===== src/rtl/ebl_pkg.sv =====
package ebl_pkg;

    // Error mark held per 16-byte chunk
    typedef struct packed {
        logic ue;
        logic ce;
    } mark_t;

    function automatic logic mark_any(input mark_t m);
        return m.ue | m.ce;
    endfunction

endpackage


===== src/rtl/ebl_mark_store.sv =====
module ebl_mark_store
    import ebl_pkg::*;
#(
    parameter int NUM_LINES  = 4,
    parameter int NUM_CHUNKS = 4,
    parameter int LINE_W     = 2,
    parameter int CHUNK_W    = 2
) (
    input  logic               clk,
    input  logic               rst_n,
    input  logic               wr_en,
    input  logic [LINE_W-1:0]  wr_line,
    input  logic [CHUNK_W-1:0] wr_chunk,
    input  mark_t              wr_mark,
    input  logic               fwd_en,
    input  logic [LINE_W-1:0]  fwd_line,
    input  logic [CHUNK_W-1:0] fwd_chunk,
    output mark_t              chunk_mark,
    output mark_t              line_mark,
    output logic               line_done
);

    localparam logic [CHUNK_W-1:0] LAST_CHUNK = CHUNK_W'(NUM_CHUNKS - 1);

    typedef struct packed {
        mark_t [NUM_LINES-1:0][NUM_CHUNKS-1:0] marks;
    } store_t;

    store_t st_d, st_q;
    logic [NUM_LINES-1:0] line_ce_all, line_ue_all;

    assign line_done = fwd_en && (fwd_chunk == LAST_CHUNK);

    always_comb begin
        st_d = st_q;
        for (int l = 0; l < NUM_LINES; l++) begin
            for (int c = 0; c < NUM_CHUNKS; c++) begin
                // whole slot is released once its last chunk leaves
                if (line_done && fwd_line == LINE_W'(l)) begin
                    st_d.marks[l][c] = '0;
                end
                // a new fill of the same chunk lands after the release
                if (wr_en && wr_line == LINE_W'(l) && wr_chunk == CHUNK_W'(c)) begin
                    st_d.marks[l][c].ce = st_d.marks[l][c].ce | wr_mark.ce;
                    st_d.marks[l][c].ue = st_d.marks[l][c].ue | wr_mark.ue;
                end
            end
        end
    end

    always_ff @(posedge clk) begin
        if (!rst_n) begin
            st_q <= '0;
        end else begin
            st_q <= st_d;
        end
    end

    // per-slot OR of every chunk mark
    for (genvar gl = 0; gl < NUM_LINES; gl++) begin : g_line_or
        logic [NUM_CHUNKS-1:0] ce_vec, ue_vec;
        for (genvar gc = 0; gc < NUM_CHUNKS; gc++) begin : g_chunk
            assign ce_vec[gc] = st_q.marks[gl][gc].ce;
            assign ue_vec[gc] = st_q.marks[gl][gc].ue;
        end
        assign line_ce_all[gl] = |ce_vec;
        assign line_ue_all[gl] = |ue_vec;
    end

    assign chunk_mark   = st_q.marks[fwd_line][fwd_chunk];
    assign line_mark.ce = line_ce_all[fwd_line];
    assign line_mark.ue = line_ue_all[fwd_line];

endmodule


===== src/rtl/ebl_err_log.sv =====
module ebl_err_log
    import ebl_pkg::*;
#(
    parameter int LINE_W  = 2,
    parameter int CHUNK_W = 2
) (
    input  logic               clk,
    input  logic               rst_n,
    input  logic               fwd_en,
    input  logic [LINE_W-1:0]  fwd_line,
    input  logic [CHUNK_W-1:0] fwd_chunk,
    input  mark_t              chunk_mark,
    input  logic               clr_first,
    input  logic               clr_next,
    output logic               first_valid,
    output logic               first_ue,
    output logic [LINE_W-1:0]  first_line,
    output logic [CHUNK_W-1:0] first_chunk,
    output logic               next_ce,
    output logic               next_ue
);

    typedef struct packed {
        logic               valid;
        logic               ue;
        logic [LINE_W-1:0]  line;
        logic [CHUNK_W-1:0] chunk;
    } first_t;

    typedef struct packed {
        first_t first;
        logic   nce;
        logic   nue;
    } log_t;

    log_t log_d, log_q;
    logic chunk_err;

    assign chunk_err = fwd_en && mark_any(chunk_mark);

    always_comb begin
        log_d = log_q;
        // clears act before the error of the same cycle is logged
        if (clr_first) begin
            log_d.first = '0;
        end
        if (clr_next) begin
            log_d.nce = 1'b0;
            log_d.nue = 1'b0;
        end
        if (chunk_err) begin
            if (!log_d.first.valid) begin
                log_d.first.valid = 1'b1;
                log_d.first.ue    = chunk_mark.ue;
                log_d.first.line  = fwd_line;
                log_d.first.chunk = fwd_chunk;
            end else if (chunk_mark.ue) begin
                log_d.nue = 1'b1;
            end else begin
                log_d.nce = 1'b1;
            end
        end
    end

    always_ff @(posedge clk) begin
        if (!rst_n) begin
            log_q <= '0;
        end else begin
            log_q <= log_d;
        end
    end

    assign first_valid = log_q.first.valid;
    assign first_ue    = log_q.first.ue;
    assign first_line  = log_q.first.line;
    assign first_chunk = log_q.first.chunk;
    assign next_ce     = log_q.nce;
    assign next_ue     = log_q.nue;


    first_hold_chk: assert property (@(posedge clk) disable iff (!rst_n)
        log_q.first.valid && !clr_first |=> log_q.first.valid);


    first_stable_chk: assert property (@(posedge clk) disable iff (!rst_n)
        log_q.first.valid && !clr_first |=> $stable(log_q.first));


    next_sticky_chk: assert property (@(posedge clk) disable iff (!rst_n)
        (log_q.nce || log_q.nue) && !clr_next |=> (log_q.nce || log_q.nue));


    next_needs_first_chk: assert property (@(posedge clk) disable iff (!rst_n)
        $rose(log_q.nce || log_q.nue) |-> $past(log_q.first.valid));

endmodule


===== src/rtl/ebl_up_report.sv =====
module ebl_up_report
    import ebl_pkg::*;
(
    input  logic  clk,
    input  logic  rst_n,
    input  logic  line_done,
    input  mark_t line_mark,
    output logic  up_valid,
    output logic  up_ce,
    output logic  up_ue
);

    typedef struct packed {
        logic  valid;
        mark_t mark;
    } rpt_t;

    rpt_t rpt_d, rpt_q;

    always_comb begin
        rpt_d       = '0;
        rpt_d.valid = line_done;
        if (line_done) begin
            rpt_d.mark = line_mark;
        end
    end

    always_ff @(posedge clk) begin
        if (!rst_n) begin
            rpt_q <= '0;
        end else begin
            rpt_q <= rpt_d;
        end
    end

    assign up_valid = rpt_q.valid;
    assign up_ce    = rpt_q.mark.ce;
    assign up_ue    = rpt_q.mark.ue;

endmodule


===== src/rtl/chunk_err_logger.sv =====
module chunk_err_logger
    import ebl_pkg::*;
#(
    parameter int NUM_LINES  = 4,
    parameter int NUM_CHUNKS = 4,
    localparam int LINE_W    = (NUM_LINES  > 1) ? $clog2(NUM_LINES)  : 1,
    localparam int CHUNK_W   = (NUM_CHUNKS > 1) ? $clog2(NUM_CHUNKS) : 1
) (
    input  logic               clk,
    input  logic               rst_n,
    input  logic               wr_en,
    input  logic [LINE_W-1:0]  wr_line,
    input  logic [CHUNK_W-1:0] wr_chunk,
    input  logic               wr_ce,
    input  logic               wr_ue,
    input  logic               fwd_en,
    input  logic [LINE_W-1:0]  fwd_line,
    input  logic [CHUNK_W-1:0] fwd_chunk,
    input  logic               clr_first,
    input  logic               clr_next,
    output logic               up_valid,
    output logic               up_ce,
    output logic               up_ue,
    output logic               first_valid,
    output logic               first_ue,
    output logic [LINE_W-1:0]  first_line,
    output logic [CHUNK_W-1:0] first_chunk,
    output logic               next_ce,
    output logic               next_ue
);

    localparam logic [CHUNK_W-1:0] LAST_CHUNK = CHUNK_W'(NUM_CHUNKS - 1);

    mark_t wr_mark, chunk_mark, line_mark;
    logic  line_done;

    assign wr_mark.ce = wr_ce;
    assign wr_mark.ue = wr_ue;

    ebl_mark_store #(
        .NUM_LINES (NUM_LINES),
        .NUM_CHUNKS(NUM_CHUNKS),
        .LINE_W    (LINE_W),
        .CHUNK_W   (CHUNK_W)
    ) u_store (
        .clk       (clk),
        .rst_n     (rst_n),
        .wr_en     (wr_en),
        .wr_line   (wr_line),
        .wr_chunk  (wr_chunk),
        .wr_mark   (wr_mark),
        .fwd_en    (fwd_en),
        .fwd_line  (fwd_line),
        .fwd_chunk (fwd_chunk),
        .chunk_mark(chunk_mark),
        .line_mark (line_mark),
        .line_done (line_done)
    );

    ebl_err_log #(
        .LINE_W (LINE_W),
        .CHUNK_W(CHUNK_W)
    ) u_log (
        .clk        (clk),
        .rst_n      (rst_n),
        .fwd_en     (fwd_en),
        .fwd_line   (fwd_line),
        .fwd_chunk  (fwd_chunk),
        .chunk_mark (chunk_mark),
        .clr_first  (clr_first),
        .clr_next   (clr_next),
        .first_valid(first_valid),
        .first_ue   (first_ue),
        .first_line (first_line),
        .first_chunk(first_chunk),
        .next_ce    (next_ce),
        .next_ue    (next_ue)
    );

    ebl_up_report u_up (
        .clk      (clk),
        .rst_n    (rst_n),
        .line_done(line_done),
        .line_mark(line_mark),
        .up_valid (up_valid),
        .up_ce    (up_ce),
        .up_ue    (up_ue)
    );


    up_after_last_chk: assert property (@(posedge clk) disable iff (!rst_n)
        up_valid |-> $past(fwd_en && fwd_chunk == LAST_CHUNK));


    up_single_pulse_chk: assert property (@(posedge clk) disable iff (!rst_n)
        fwd_en && fwd_chunk != LAST_CHUNK |=> !up_valid);

endmodule


===== config.mk =====
export PLATFORM = sky130hd
export DESIGN_NAME = chunk_err_logger
export DESIGN_NICKNAME = d
export VERILOG_FILES = /design/src/rtl/ebl_pkg.sv /design/src/rtl/ebl_mark_store.sv /design/src/rtl/ebl_err_log.sv /design/src/rtl/ebl_up_report.sv /design/src/rtl/chunk_err_logger.sv
export SDC_FILE = /design/constraint.sdc
export NUM_CORES = 1
export LEC_CHECK = 0
export BUFFER_PORTS_ARGS = -buffer_cell sky130_fd_sc_hd__buf_2
export CAP_MARGIN = 40
export CORE_MARGIN = 2
export CORE_UTILIZATION = 50
export CTS_BUF_LIST = sky130_fd_sc_hd__clkbuf_8
export CTS_CLUSTER_SIZE = 12
export DETAILED_ROUTE_END_ITERATION = 8
export GPL_TIMING_DRIVEN = 0
export PLACE_DENSITY = 0.7
export SKIP_LAST_GASP = 1
export SLEW_MARGIN = 15
export SYNTH_ARGS = -nofsm -noshare
export SYNTH_HDL_FRONTEND = slang
export SYNTH_SLANG_ARGS = --single-unit

===== constraint.sdc =====
create_clock -name clk -period 3.6 [get_ports clk]
set_clock_uncertainty 0.2 [all_clocks]
set_input_delay 0.18 -clock clk [delete_from_list [all_inputs] [get_ports clk]]
set_output_delay 0.18 -clock clk [all_outputs]
set_load 0.01 [all_outputs]

# Yosys cells after proc, flatten, opt, wreduce, memory -nomap -nowiden
# Cells that the tools add are included.
[word_totals]
regBits = 43
in_bits = 16
output_inout_bits = 11
elab_cells = 171
[op_classes]
order_cmp = 2
n_eq_ne = 10
n_mux = 47
bitwise = 33
n_reduce_logical = 38
[ops]
columns = ["op", "n"]
rows = [
  ["$mux W2", 35],
  ["$or A1 B1 Y1", 33],
  ["$reduce_or A4 Y1", 8],
  ["$logic_and A1 B1 Y1", 26],
  ["$bmux W8 S2", 1],
  ["$mux W8", 2],
  ["$eq A2 B2 Y1 const B", 7],
  ["$eq A2 B1 Y1 const B", 3],
  ["$logic_not A2 Y1", 3],
  ["$lt A2 B3 Y1 const B", 2],
  ["$mux W6", 1],
  ["$mux W5", 1],
  ["$bmux W1 S2", 2],
  ["$bmux W2 S2", 1],
  ["$mux W1", 4],
  ["$reduce_and A2 Y1", 1],
]

# Logic depth before layout (Yosys ltp)
[logic_depth]
word_depth = 7
depth_mapped = 7
mapped_depth_nobuf = 6

# Hierarchy
# From an unflattened synthesis, not the netlist that was laid out.
[hier_totals]
hier_cells = 235
hier_area_um2 = 2158.3
[by_module_without_submodules]
columns = ["mod", "instances", "cells_each", "area_per_inst_um2", "seq_area_each_um2"]
rows = [
  ["ebl_mark_store", 1, 191, 1737.9, 640.6],
  ["ebl_err_log", 1, 38, 341.6, 160.2],
  ["ebl_up_report", 1, 6, 78.8, 60.1],
]

# Least setup slack after synthesis
# Ideal clock, no wire load.
[synth_timing]
kind = "input to register"
start = "in fwd_chunk[0]"
end = "reg u_log.log_q, in the netlist u_log.first_line[0]"
setup_ps = 72
arrival_time_ps = 1633
required_ps = 3328
path_slack_ps = 1695
path_stages = 7
n_path_buf = 1
path_cell_list = "buf_6 -> mux4_1 -> a22o_1 -> a211oi_2 -> o21ai_2 -> nand2_4 -> mux2i_1"
[synth_via]
elab_chain_len = 5
[synth_rtl]
columns = ["element", "line_no", "rtl"]
rows = [
  ["start: declaration", "chunk_err_logger.sv:18", "input logic [CHUNK_W-1:0] fwd_chunk,"],
  ["$bmux W2 S2", "ebl_mark_store.sv:70", "assign chunk_mark = st_q.marks[fwd_line][fwd_chunk];"],
  ["$mux W2 (not written as such)", "ebl_mark_store.sv:70", ""],
  ["$or A1 B1 Y1", "ebl_pkg.sv:10", "return m.ue | m.ce;"],
  ["$logic_and A1 B1 Y1", "ebl_err_log.sv:39", "assign chunk_err = fwd_en && mark_any(chunk_mark);"],
  ["$mux W8", "ebl_err_log.sv:51", "if (chunk_err) begin"],
  ["end signal: assignment", "ebl_err_log.sv:69", "log_q <= log_d;"],
  ["end: declaration", "ebl_err_log.sv:36", "log_t log_d, log_q;"],
]
# No other way between the ends. The select of a mux whose other input is x is not followed.
# A chain may end at the register's enable or synchronous reset.

# Worst setup path after layout
[layout_timing]
start = "in fwd_chunk[0]"
end = "reg u_log.log_q, in the netlist u_log.next_ce"
[layout_via]
elab_chain_len = 5
word_cells_on_any_way = 7
classes_between = "5 x mux; 1 x bitwise; 1 x reduce/logical"
[layout_rtl]
columns = ["element", "line_no"]
rows = [
  ["$bmux W2 S2 (*)", "ebl_mark_store.sv:70"],
  ["$mux W2 (not written as such) (*)", "ebl_mark_store.sv:70"],
  ["$mux W1 or $or A1 B1 Y1 (tied branches)", "ebl_err_log.sv:57, ebl_pkg.sv:10"],
  ["$mux W2 or $logic_and A1 B1 Y1 (tied branches)", "ebl_err_log.sv:52, ebl_err_log.sv:39"],
  ["$mux W8 (*)", "ebl_err_log.sv:51"],
]
# Mark *: on every way between the ends. The rest lies on a longest branch, timed or not. The select of a mux whose other input is x is not followed.

==> results.json <==
{
  "ys_ff_latch": 43,
  "antenna_found_initial": 0,
  "highest_layer": "met4",
  "synth_seq_area_share_pct": 41.67,
  "wl_met1_um": 2430,
  "hold_slack_ns": 0.01528,
  "place_congestion": 0.8019,
  "core-area_um2": 4000,
  "grt_max_degree": 14,
  "clkSinkCount": 43,
  "path_max_fanout": 10,
  "track_usage_pct": 24.93,
  "drive_gt1_share_pct": 20.08,
  "fmax_mhz": 382.9,
  "drtIter0Drc": 75,
  "synth.yosys.warnings": 0,
  "cts_inserted_buffers": 5,
  "rsz0062_at_grt": "false",
  "routed_wl_um": 5032,
  "dr_wl_met3_um": 307,
  "path_clk_slew_ns": 0.08,
  "status": "complete, no violations",
  "fill_cells": 348,
  "insertedDiodeCount": 0,
  "via_count": 1738,
  "multiInputGateArea_um2": 1139,
  "maxCapViolations": 0,
  "vias_per_cell": 5.912,
  "row_count": 23,
  "h-tree-depth": 2,
  "fin_crit_sh_pct": 72.55,
  "area_growth_pct": 16.96,
  "antenna_left": 0,
  "synth_cell_types": 36,
  "seq_area_um2": 860.8,
  "critPathCaptureType": "flop",
  "num_io_pins": 27,
  "first_global_vias": 1664,
  "fin_nets": 259,
  "synth_nets": 222,
  "drv_slew": 0,
  "die_x_um": 68.28,
  "setup-tns-final_ns": 0,
  "crit_type": "in -> reg",
  "layout_min_cycle_time_ns": 2.612,
  "hold_viol_final": 0,
  "tightest_slew_ns": 0.6794,
  "postCtsResizedCells": 0,
  "cp.required_ns": 3.59,
  "io_buffer_count": 25,
  "cts_tree": "yes",
  "worstSetupStartpointType": "input port",
  "hpwl_um": 3638,
  "netlist_area_um2": 2066,
  "syn_inst": 206,
  "power.leakage_nw": 0.9621,
  "cp_data_arrival_time_ns": 2.61,
  "grt_pass1_wl_um": 8404,
  "drc": 0,
  "clockRootBuffer": "clkbuf_8",
  "overflow": 0,
  "die-area_um2": 4661,
  "relSlewSlack_pct": 54.61,
  "clock_latency_ns": 0.30,
  "dr_wl_met2_um": 2202,
  "first_pass_iters": 4,
  "min_path_type": "in -> reg",
  "chipHeight_um": 68.28,
  "cts_setup_buffers": 0,
  "ir_drop_mv": 0.2476,
  "power_density_nw_per_um2": 407.3,
  "syn_avg_cell_area_um2": 10.03,
  "clk_path_buf_depth": 2,
  "wl_per_cell_um": 17.12,
  "start_util_pct": 51.64,
  "setup-violations-final": 0
}
## per-stage QoR
stage | std cells | worst slack (ns) | total power [W] | cell area (um2) | util (%)
after floorplan | 206 | 1.695 | 0.0005665 | 2066 | -
after global placement | 281 | 1.520 | 0.0006010 | 2253 | 56.33
after detailed placement | 282 | 1.509 | 0.0006026 | 2258 | 56.46
after CTS | 294 | 0.9864 | 0.0009883 | 2416 | 60.40
after global routing | 294 | 0.9047 | 0.001022 | 2416 | 60.40
final | 294 | 0.9883 | 0.0009840 | 2416 | 60.40
## layout make-up
class / instances / area share [%]
buffer: 11 / 2.123
clock buffer: 6 / 3.418
clock inverter: 2 / 1.450
inverter: 4 / 0.6214
multi-input combinational: 148 / 47.13
sequential: 43 / 35.63
tap: 50 / 2.589
timing repair buffer: 30 / 7.043
## critical path, stage by stage
cell	delay, ns
dlygate4sd3_1	0.54
buf_6	0.17
mux4_1	0.58
a22o_1	0.21
a211oi_2	0.27
o31ai_1	0.10
dlygate4sd3_1	0.55
## path summary, 6_finish.rpt
path / start / end / slack, ns / cells past startpoint
setup reg to reg: u_store.g_line_or[0].ue_vec[1] / u_log.next_ce / 1.27 / 6
hold / removal: clr_first / u_log.first_line[0] / 0.02 / 3
hold reg to reg: u_log.first_chunk[0] / u_log.first_chunk[0] / 0.29 / 2
setup / recovery: fwd_chunk[0] / u_log.next_ce / 0.99 / 7
## flip-flops by register name, summed over array words and instances, names as in the netlist
register	flops
u_log.first_line	2
u_up.up_valid	1
u_log.first_valid	1
u_log.first_ue	1
u_store.g_line_or.ce_vec	16
u_log.next_ce	1
u_log.next_ue	1
u_store.g_line_or.ue_vec	16
u_up.up_ue	1
u_up.up_ce	1
u_log.first_chunk	2
## layer usage
layer | track usage [%] | up-vias
li1 | - | 844
met1 | 33.67 | 801
met2 | 39.20 | 84
met3 | 3.947 | 9
met4 | 11.00 | 0
met5 | 0 | -
## Yosys cell counts (all sizes together)
master / count / share of area (%)
mux2: 2 / 1.1
a22oi: 32 / 12
a22o: 1 / 0.42
buf: 4 / 1.2
dfxtp: 43 / 42
and3b: 4 / 1.7
nand3b: 5 / 1.8
a21oi: 2 / 0.48
mux4: 6 / 7.1
a221oi: 1 / 0.42
o221ai: 2 / 0.85
nand3: 8 / 1.9
o31a: 1 / 0.48
a31oi: 1 / 0.30
a32o: 1 / 0.48
nand2: 9 / 2.0
o32ai: 1 / 0.79
nor2: 6 / 1.1
a32oi: 1 / 0.42
inv: 4 / 0.73
o31ai: 1 / 0.36
a211oi: 1 / 0.61
nor3b: 3 / 1.1
clkbuf: 7 / 1.3
or4: 4 / 1.5
and3: 5 / 1.6
o21ai: 1 / 0.42
nor4: 4 / 1.2
nor2b: 38 / 12
mux2i: 8 / 3.9
## cell families (layout without fill, tap and decap cells)
group,after synthesis,after routing,synth area share [%]
compound gates,46,46,17.69
flops,43,43,41.67
buf+inv,15,53,3.210
simple gates,86,86,25.38
mux,16,16,12.05
## cells in the final DEF, fill, tap and decap left out, drive strengths merged, types with 2 or more instances in the layout
master	count
dfxtp	43
nor2b	38
a22oi	32
buf	30
clkbuf	13
nand2	9
nand3	8
mux2i	8
nor2	6
mux4	6
nand3b	5
and3	5
and3b	4
nor4	4
or4	4
dlygate4sd3	4
inv	4
nor3b	3
mux2	2
o221ai	2
a21oi	2
## timing repair
action                                 in CTS  in global routing
endpoints found under the hold margin       3                  0
setup endpoints to repair                   0                  0
hold buffers                                4                  0
## power breakdown
group	total (W)	switching, W	internal, W
registers	0.000488	0.00000496	0.000483
clock network	0.000389	0.000165	0.000224
logic	0.000107	0.0000601	0.0000466
No activity file was read; power rests on OpenSTA's default activity.
